`config.mk`:
```
export PLATFORM = sky130hd
export DESIGN_NAME = fp_csr_file
export DESIGN_NICKNAME = d
export VERILOG_FILES = /design/src/rtl/fp_csr_pkg.sv /design/src/rtl/fp_csr_view_decode.sv /design/src/rtl/fp_csr_update.sv /design/src/rtl/fp_csr_flag_bank.sv /design/src/rtl/fp_csr_file.sv
export SDC_FILE = /design/constraint.sdc
export NUM_CORES = 1
export LEC_CHECK = 0
export CAP_MARGIN = 10
export CORE_MARGIN = 4
export CORE_UTILIZATION = 29
export CTS_CLUSTER_SIZE = 12
export DETAILED_ROUTE_END_ITERATION = 10
export GPL_TIMING_DRIVEN = 0
export PLACE_DENSITY = 0.83
export SLEW_MARGIN = 15
export SYNTH_ARGS = -nofsm -noshare
export SYNTH_HDL_FRONTEND = slang
export SYNTH_HIERARCHICAL = 1
export SYNTH_SLANG_ARGS = --single-unit
```
`constraint.sdc`:
```
create_clock -name clk_i -period 3.3 [get_ports clk_i]
set_clock_uncertainty 0.05 [all_clocks]
set_input_delay 0.66 -clock clk_i [delete_from_list [all_inputs] [get_ports clk_i]]
set_output_delay 0.66 -clock clk_i [all_outputs]
set_load 0.01 [all_outputs]
```
`src/rtl/fp_csr_pkg.sv`:
```
package fp_csr_pkg;

  typedef enum logic [1:0] {
    CSR_OP_WRITE = 2'd0,
    CSR_OP_SET   = 2'd1,
    CSR_OP_CLEAR = 2'd2,
    CSR_OP_READ  = 2'd3
  } csr_op_e;

  typedef enum logic [1:0] {
    VIEW_NONE  = 2'd0,
    VIEW_FLAGS = 2'd1,
    VIEW_RMODE = 2'd2,
    VIEW_ALL   = 2'd3
  } csr_view_e;

endpackage

```
`src/rtl/fp_csr_view_decode.sv`:
```
module fp_csr_view_decode
  import fp_csr_pkg::*;
#(
  parameter int unsigned ADDR_W     = 12,
  parameter int unsigned ADDR_FLAGS = 1,
  parameter int unsigned ADDR_RMODE = 2,
  parameter int unsigned ADDR_ALL   = 3
) (
  input  logic [ADDR_W-1:0] addr_i,
  output csr_view_e         view_o
);

  localparam logic [ADDR_W-1:0] A_FLAGS = ADDR_W'(ADDR_FLAGS);
  localparam logic [ADDR_W-1:0] A_RMODE = ADDR_W'(ADDR_RMODE);
  localparam logic [ADDR_W-1:0] A_ALL   = ADDR_W'(ADDR_ALL);

  always_comb begin
    if (addr_i == A_FLAGS)      view_o = VIEW_FLAGS;
    else if (addr_i == A_RMODE) view_o = VIEW_RMODE;
    else if (addr_i == A_ALL)   view_o = VIEW_ALL;
    else                        view_o = VIEW_NONE;
  end

endmodule

```
`src/rtl/fp_csr_update.sv`:
```
module fp_csr_update
  import fp_csr_pkg::*;
#(
  parameter int unsigned XLEN   = 32,
  parameter int unsigned FLAG_W = 5,
  parameter int unsigned RM_W   = 3
) (
  input  logic              req_i,
  input  csr_view_e         view_i,
  input  csr_op_e           op_i,
  input  logic [XLEN-1:0]   wdata_i,
  input  logic [FLAG_W-1:0] flags_q_i,
  input  logic [RM_W-1:0]   rm_q_i,
  output logic [XLEN-1:0]   rdata_o,
  output logic              wr_flags_o,
  output logic              wr_rm_o,
  output logic [FLAG_W-1:0] flags_d_o,
  output logic [RM_W-1:0]   rm_d_o,
  output logic              illegal_o
);

  localparam int unsigned   FIELD_W = FLAG_W + RM_W;
  localparam logic [RM_W-1:0] RM_RNE = '0;

  logic [XLEN-1:0] cur_w;
  logic [XLEN-1:0] new_w;
  logic            attempt;
  logic            touches_rm;
  logic            touches_flags;
  logic            commit;
  logic            unused_hi;

  always_comb begin
    unique case (view_i)
      VIEW_FLAGS: cur_w = XLEN'(flags_q_i);
      VIEW_RMODE: cur_w = XLEN'(rm_q_i);
      VIEW_ALL:   cur_w = XLEN'({rm_q_i, flags_q_i});
      default:    cur_w = '0;
    endcase
  end

  always_comb begin
    unique case (op_i)
      CSR_OP_WRITE: new_w = wdata_i;
      CSR_OP_SET:   new_w = cur_w | wdata_i;
      CSR_OP_CLEAR: new_w = cur_w & ~wdata_i;
      default:      new_w = cur_w;
    endcase
  end

  // set/clear with an empty mask is a pure read
  always_comb begin
    unique case (op_i)
      CSR_OP_WRITE:             attempt = req_i && (view_i != VIEW_NONE);
      CSR_OP_SET, CSR_OP_CLEAR: attempt = req_i && (view_i != VIEW_NONE) && (wdata_i != '0);
      default:                  attempt = 1'b0;
    endcase
  end

  assign touches_rm    = (view_i == VIEW_RMODE) || (view_i == VIEW_ALL);
  assign touches_flags = (view_i == VIEW_FLAGS) || (view_i == VIEW_ALL);

  assign flags_d_o = new_w[FLAG_W-1:0];
  assign rm_d_o    = (view_i == VIEW_RMODE) ? new_w[RM_W-1:0] : new_w[FLAG_W +: RM_W];

  assign illegal_o  = attempt && touches_rm && (rm_d_o != RM_RNE);
  assign commit     = attempt && !illegal_o;
  assign wr_flags_o = commit && touches_flags;
  assign wr_rm_o    = commit && touches_rm;
  assign rdata_o    = cur_w;

  assign unused_hi = ^new_w[XLEN-1:FIELD_W];

endmodule

```
`src/rtl/fp_csr_flag_bank.sv`:
```
module fp_csr_flag_bank #(
  parameter int unsigned FLAG_W = 5
) (
  input  logic              clk_i,
  input  logic              rst_ni,
  input  logic              wr_i,
  input  logic [FLAG_W-1:0] wdata_i,
  input  logic              acc_valid_i,
  input  logic [FLAG_W-1:0] acc_i,
  output logic [FLAG_W-1:0] flags_o
);

  for (genvar b = 0; b < FLAG_W; b++) begin : g_bit
    logic bit_q;
    // software write outranks datapath accrual
    always_ff @(posedge clk_i or negedge rst_ni) begin
      if (!rst_ni)                     bit_q <= 1'b0;
      else if (wr_i)                   bit_q <= wdata_i[b];
      else if (acc_valid_i && acc_i[b]) bit_q <= 1'b1;
    end
    assign flags_o[b] = bit_q;
  end

endmodule

```
`src/rtl/fp_csr_file.sv`:
```
module fp_csr_file
  import fp_csr_pkg::*;
#(
  parameter int unsigned ADDR_W     = 12,
  parameter int unsigned XLEN       = 32,
  parameter int unsigned FLAG_W     = 5,
  parameter int unsigned RM_W       = 3,
  parameter int unsigned ADDR_FLAGS = 1,
  parameter int unsigned ADDR_RMODE = 2,
  parameter int unsigned ADDR_ALL   = 3
) (
  input  logic              clk_i,
  input  logic              rst_ni,
  input  logic              csr_req_i,
  input  logic [ADDR_W-1:0] csr_addr_i,
  input  logic [1:0]        csr_op_i,
  input  logic [XLEN-1:0]   csr_wdata_i,
  output logic [XLEN-1:0]   csr_rdata_o,
  output logic              csr_illegal_o,
  input  logic              fflags_valid_i,
  input  logic [FLAG_W-1:0] fflags_i,
  output logic [FLAG_W-1:0] fflags_o,
  output logic [RM_W-1:0]   frm_o
);

  csr_view_e         view;
  csr_op_e           op;
  logic              wr_flags;
  logic              wr_rm;
  logic [FLAG_W-1:0] flags_d;
  logic [RM_W-1:0]   rm_d;
  logic [FLAG_W-1:0] flags_q;
  logic [RM_W-1:0]   rm_q;

  assign op = csr_op_e'(csr_op_i);

  fp_csr_view_decode #(
    .ADDR_W    (ADDR_W),
    .ADDR_FLAGS(ADDR_FLAGS),
    .ADDR_RMODE(ADDR_RMODE),
    .ADDR_ALL  (ADDR_ALL)
  ) u_decode (
    .addr_i(csr_addr_i),
    .view_o(view)
  );

  fp_csr_update #(
    .XLEN  (XLEN),
    .FLAG_W(FLAG_W),
    .RM_W  (RM_W)
  ) u_update (
    .req_i     (csr_req_i),
    .view_i    (view),
    .op_i      (op),
    .wdata_i   (csr_wdata_i),
    .flags_q_i (flags_q),
    .rm_q_i    (rm_q),
    .rdata_o   (csr_rdata_o),
    .wr_flags_o(wr_flags),
    .wr_rm_o   (wr_rm),
    .flags_d_o (flags_d),
    .rm_d_o    (rm_d),
    .illegal_o (csr_illegal_o)
  );

  fp_csr_flag_bank #(
    .FLAG_W(FLAG_W)
  ) u_flags (
    .clk_i      (clk_i),
    .rst_ni     (rst_ni),
    .wr_i       (wr_flags),
    .wdata_i    (flags_d),
    .acc_valid_i(fflags_valid_i),
    .acc_i      (fflags_i),
    .flags_o    (flags_q)
  );

  always_ff @(posedge clk_i or negedge rst_ni) begin
    if (!rst_ni)    rm_q <= '0;
    else if (wr_rm) rm_q <= rm_d;
  end

  assign fflags_o = flags_q;
  assign frm_o    = rm_q;

endmodule

```
[After elaboration in Yosys (flattened, before gate mapping)]
Index checks and enable logic that the tools add are counted.
Word-level totals
  output and inout port bits: 41
  register bits after elaboration: 8
  logic and storage cells: 59
  input bits: 55
Operators by class
  eq/ne operators: 8
  bitwise logic cells: 3
  reductions and logical operators: 25
  muxes and demuxes: 17
Operator list (count)
  case mux 8 bit (3 select lines): 2
  nonzero test 32 bit: 1
  == test 12 x 2 -> 1 bit, second input constant: 2
  == test 12 x 1 -> 1 bit, second input constant: 1
  logical AND 1 bit: 12
  nonzero test 2 bit: 6
  2-to-1 mux 1 bit: 10
  bitwise AND 8 bit: 1
  NOT 8 bit: 1
  OR 8 bit: 1
  == test 2 bit, second input constant: 3
  2-to-1 mux 2 bit: 3
  == test 2 x 1 -> 1 bit, second input constant: 2
  2-to-1 mux 3 bit: 1
  nonzero test 3 bit: 1
  logical NOT 2 bit: 1
  logical OR 1 bit: 2
  case mux 1 bit (2 select lines): 1
  OR reduction 2 bit: 1
  logical NOT 1 bit: 1

[Logic depth before layout (Yosys ltp)]
  depth after elaboration: 15
  depth in mapped cells: 10
  mapped depth without buffers: 9

[By module]
Netlist, hierarchy kept.
Modules (own cells, without submodules)
  fp_csr_update: area an instance 686.9 µm², cells each 95, seq. area each 0.0 µm², times used 1
  fp_csr_flag_bank: area an instance 255.2 µm², cells each 26, seq. area each 125.1 µm², times used 1
  fp_csr_file: area an instance 108.9 µm², cells each 6, seq. area each 75.1 µm², times used 1
  fp_csr_view_decode: area an instance 40.0 µm², cells each 6, seq. area each 0.0 µm², times used 1

[Worst setup path after synthesis]
No wires, ideal clock.
  kind: input port to output port
  start point: in csr_addr_i[7]
  end point: out csr_illegal_o
  slack: -0.172 ns
  arrival: 2.762 ns
  buffers on the path: 1
  required time: 2.590 ns
  cell stages on the path: 8
  cell sequence: or4_1 nor4_1 nor2b_1 buf_6 nand2_1 a32o_1 nand3b_1 and3b_1
Between the ends
  word-level cells in the longest chain between the ends: 11
  elaborated cells on any way between the ends: 22
  classes of those cells: eq/ne: 6; mux: 7; bitwise: 2; reduce/logical: 7
RTL lines
  start: declaration: line fp_csr_file.sv:15  | input logic [ADDR_W-1:0] csr_addr_i,
  == test 12 x 2 -> 1 bit: line fp_csr_view_decode.sv:20  | else if (addr_i == A_ALL) view_o = VIEW_ALL;
  2-to-1 mux 2 bit: line fp_csr_view_decode.sv:20
  2-to-1 mux 2 bit: line fp_csr_view_decode.sv:19  | else if (addr_i == A_RMODE) view_o = VIEW_RMODE;
  2-to-1 mux 2 bit (*): line fp_csr_view_decode.sv:18  | if (addr_i == A_FLAGS) view_o = VIEW_FLAGS;
  via view[1]: line fp_csr_file.sv:26  | csr_view_e view;
  == test 2 bit (tied with other cells): line fp_csr_update.sv:34, fp_csr_update.sv:60
  case mux 8 bit (3 select lines): line fp_csr_update.sv:34  | unique case (view_i)
  bitwise AND 8 bit or OR 8 bit (tied branches): line fp_csr_update.sv:46, fp_csr_update.sv:45
  case mux 8 bit (3 select lines): line fp_csr_update.sv:43  | unique case (op_i)
  2-to-1 mux 3 bit: line fp_csr_update.sv:64  | assign rm_d_o = (view_i == VIEW_RMODE) ? new_w[RM_W-1:0] : new_w[FLAG_W +: RM_W];
  nonzero test 3 bit: line fp_csr_update.sv:66  | assign illegal_o = attempt && touches_rm && (rm_d_o != RM_RNE);
  logical AND 1 bit (*): line fp_csr_update.sv:66
  end: declaration: line fp_csr_file.sv:19  | output logic csr_illegal_o,
Mark *: on every way through the listed nets, which the timed path passes. The rest lies on a longest branch.

[Worst setup path in the final report]
  start point: in csr_addr_i[4]
  end point: out csr_illegal_o
The elaborated chain is that of the path after synthesis.

==> flow_summary.json <==
{
  "drive_gt1_share_pct": 28.5,
  "dr.pass1.iters": 4,
  "period_needed_ns": 3.42,
  "cp-end-kind": "primary output",
  "drv_slew": 0,
  "synth_edf_count": 0,
  "grt_max_degree": 11,
  "fmax_ghz": 0.292,
  "drc": 0,
  "insertedDiodeCount": 0,
  "whs_ns": 0.485,
  "drtAntennaViolNets": 0,
  "p_total_w": 0.000360,
  "pin_count": 96,
  "coreArea_um2": 3660,
  "rsz0062_at_grt": "true",
  "cap_violations": 0,
  "ys_types": 38,
  "syn_to_final_growth_pct": 89.3,
  "finalSetupViolCount": 1,
  "outcome": "finished, violations left",
  "layout_setup_ws_ns": -0.123,
  "cpMaxStageDelayCell": "or4_4",
  "pwr-share-comb_pct": 41.2,
  "syn_avg_cell_area_um2": 8.20,
  "synthArstFlopShare_pct": 100,
  "fin_nets": 296,
  "violations": "negative setup slack",
  "cts_num_sinks": 8,
  "ctsHtreeMaxLevel": 1,
  "num_vias": 1213,
  "p_sw_w": 0.0000917,
  "dp.cells": 275,
  "start_kind": "primary input",
  "cp_cell_sequence": "buf_6, or4_4, nor4_4, buf_4, nand3b_1, o2bb2ai_2, nand3_1, nand3b_1, and3b_1, buf_2",
  "max_stage_delay_ns": 0.56,
  "grt_pass1_wl_um": 5530,
  "final_common_cell": "clkdlybuf4s50_1",
  "wl_per_cell_um": 12.2,
  "cp_common_cell": "nand3b_1",
  "synth_flop_cell": "dfrtp_1",
  "wirelength_um": 3440,
  "drt-initial-drc-count": 24,
  "hold_viol_final": 0,
  "dpl-instance-area_um2": 1960,
  "yosysSeqAreaShare_pct": 18.3,
  "syn_area_um2": 1090,
  "grt_usage_pct": 13.5,
  "grt_overflow": 0,
  "peakVddDrop_mv": 0.200,
  "worstPathMaxFanout": 4,
  "clk_pin_slew_ns": 0.04,
  "die_y_um": 69.3,
  "dieArea_um2": 4810,
  "rrSetupSlack_ns": 1.39,
  "fillers": 336,
  "grt_pass1_vias": 1297,
  "cp_data_required_time_ns": 2.59,
  "ys_ff_latch": 8,
  "antenna_found_initial": 0,
  "arrival_ns": 2.71,
  "cts_tree": "done",
  "clkPwrFrac_pct": 31.4,
  "worstSetupPathType": "primary input to primary output",
  "ys_warn_count": 6,
  "syn_inst": 133,
  "vias_per_cell": 4.29,
  "num_rows": 22,
  "p_leak_nw": 1.00,
  "p_int_w": 0.000268,
  "clockRootBuffer": "clkbuf_8",
  "portBuffers": 71,
  "fin_cells": 283,
  "final_cell_mix": "54 x clkdlybuf4s50_1, 34 x buf_4, 24 x conb_1",
  "p_seq_share_pct": 27.4,
  "design_area_um2": 2070,
  "hold_path.class": "flop to flop",
  "dp_hpwl_um": 2980,
  "finalCritPeriodShare_pct": 104,
  "start_util_pct": 29.8,
  "p_per_area_nw_per_um2": 174,
  "cts_buffer_depth": 2,
  "netSwitchingFraction_pct": 25.5,
  "clk-insertion-delay-late_ns": 0.22,
  "gp_congestion": 0.753,
  "die-width_um": 69.3,
  "numCtsBuffers": 3
}
sequential cells by signal, summed over array words and instances (netlist names):
register             cells
u_flags/g_bit.bit_q      5
frm_o                    3
power groups by stage:
stage	Sequential [W]	Clock (W)	Combinational [W]
6_report	0.0000987	0.000113	0.000148
5_1_grt	0.0000986	0.000122	0.000161
4_1_cts	0.0000987	0.000116	0.000146
3_5_place_dp	0.000100	0	0.000144
3_3_place_gp	0.000100	0	0.000142
2_1_floorplan	0.000100	0	0.0000660
per-stage QoR:
step / utilization, % / setup slack [ns] / TNS, ns
floorplan: - / 0.0492 / 0
global placement: 53.6 / -1.00 / -5.83
detailed placement: 53.6 / -1.01 / -6.50
CTS: 56.1 / -0.105 / -0.105
global route: 56.4 / -0.182 / -0.182
finish: 56.4 / -0.123 / -0.123
critical path, delay by kind of cell:
family                 cells  cell delay (ns)
AO/OA/AOI/OAI              1             0.13
AND/OR/NAND/NOR            6             1.50
buffers and inverters      3             0.41
synthesized netlist by cell type, types with 3 or more instances:
library cell,count,area share (%)
a211oi_1,5,3.4
a21oi_1,8,3.7
a22o_1,3,2.4
and3_1,3,1.7
buf_4,29,20
dfrtp_1,8,18
ha_1,4,4.6
inv_1,10,3.4
mux2_2,3,3.1
nand2_1,7,2.4
nand3_1,3,1.4
nor2_1,3,1.0
nor4_1,6,3.4
nor4_2,3,3.4
o21ai_0,4,1.8
cell type report:
class                   count  area, um^2  area share, %
multi-input cells         106         752           36.4
well taps                  48        60.1           2.91
flip-flops and latches      8         200           9.69
plain buffers              32         248           12.0
inverters                  10        37.5           1.82
repair buffers             76         727           35.2
clock buffers               3        41.3           2.00
cells by family (layout without fill, tap and decap cells):
kind of cell / Yosys count / after routing / share of synthesized area, %
DFF: 8 / 8 / 18.3
buffers and inverters: 42 / 121 / 25.9
adders and majority gates: 4 / 4 / 4.59
and+or+nand+nor: 43 / 43 / 25.5
AOI/OAI and AO/OA: 30 / 30 / 20.4
muxes: 5 / 5 / 4.93
other: 1 / 24 / 0.344
metal layers:
metal	GRT usage, %	part of all wire [%]
met3	2.61	5.8
met4	3.25	0
met1	15.2	41
met2	25.5	53
met5	0	0
final timing paths:
| check | start | to | depth (start not counted) |
|---|---|---|---|
| max in group asynchronous | rst_ni | u_flags/g_bit[1].bit_q | 1 |
| worst min register to register | u_flags/g_bit[0].bit_q | u_flags/g_bit[0].bit_q | 2 |
| worst max register to register | frm_o[2] | frm_o[2] | 5 |
| worst max-delay path | csr_addr_i[4] | csr_illegal_o | 10 |
| min in group asynchronous | rst_ni | u_flags/g_bit[0].bit_q | 1 |
| worst min-delay path | u_flags/g_bit[0].bit_q | u_flags/g_bit[0].bit_q | 2 |
what timing repair did:
action	CTS	global route
gates resized for setup	40	4
setup endpoints to repair	12	4
setup buffers	4	0
gates cloned	1	0
pin swaps	7	0
hold buffers	0	0
No activity file was read; power rests on OpenSTA's default activity.
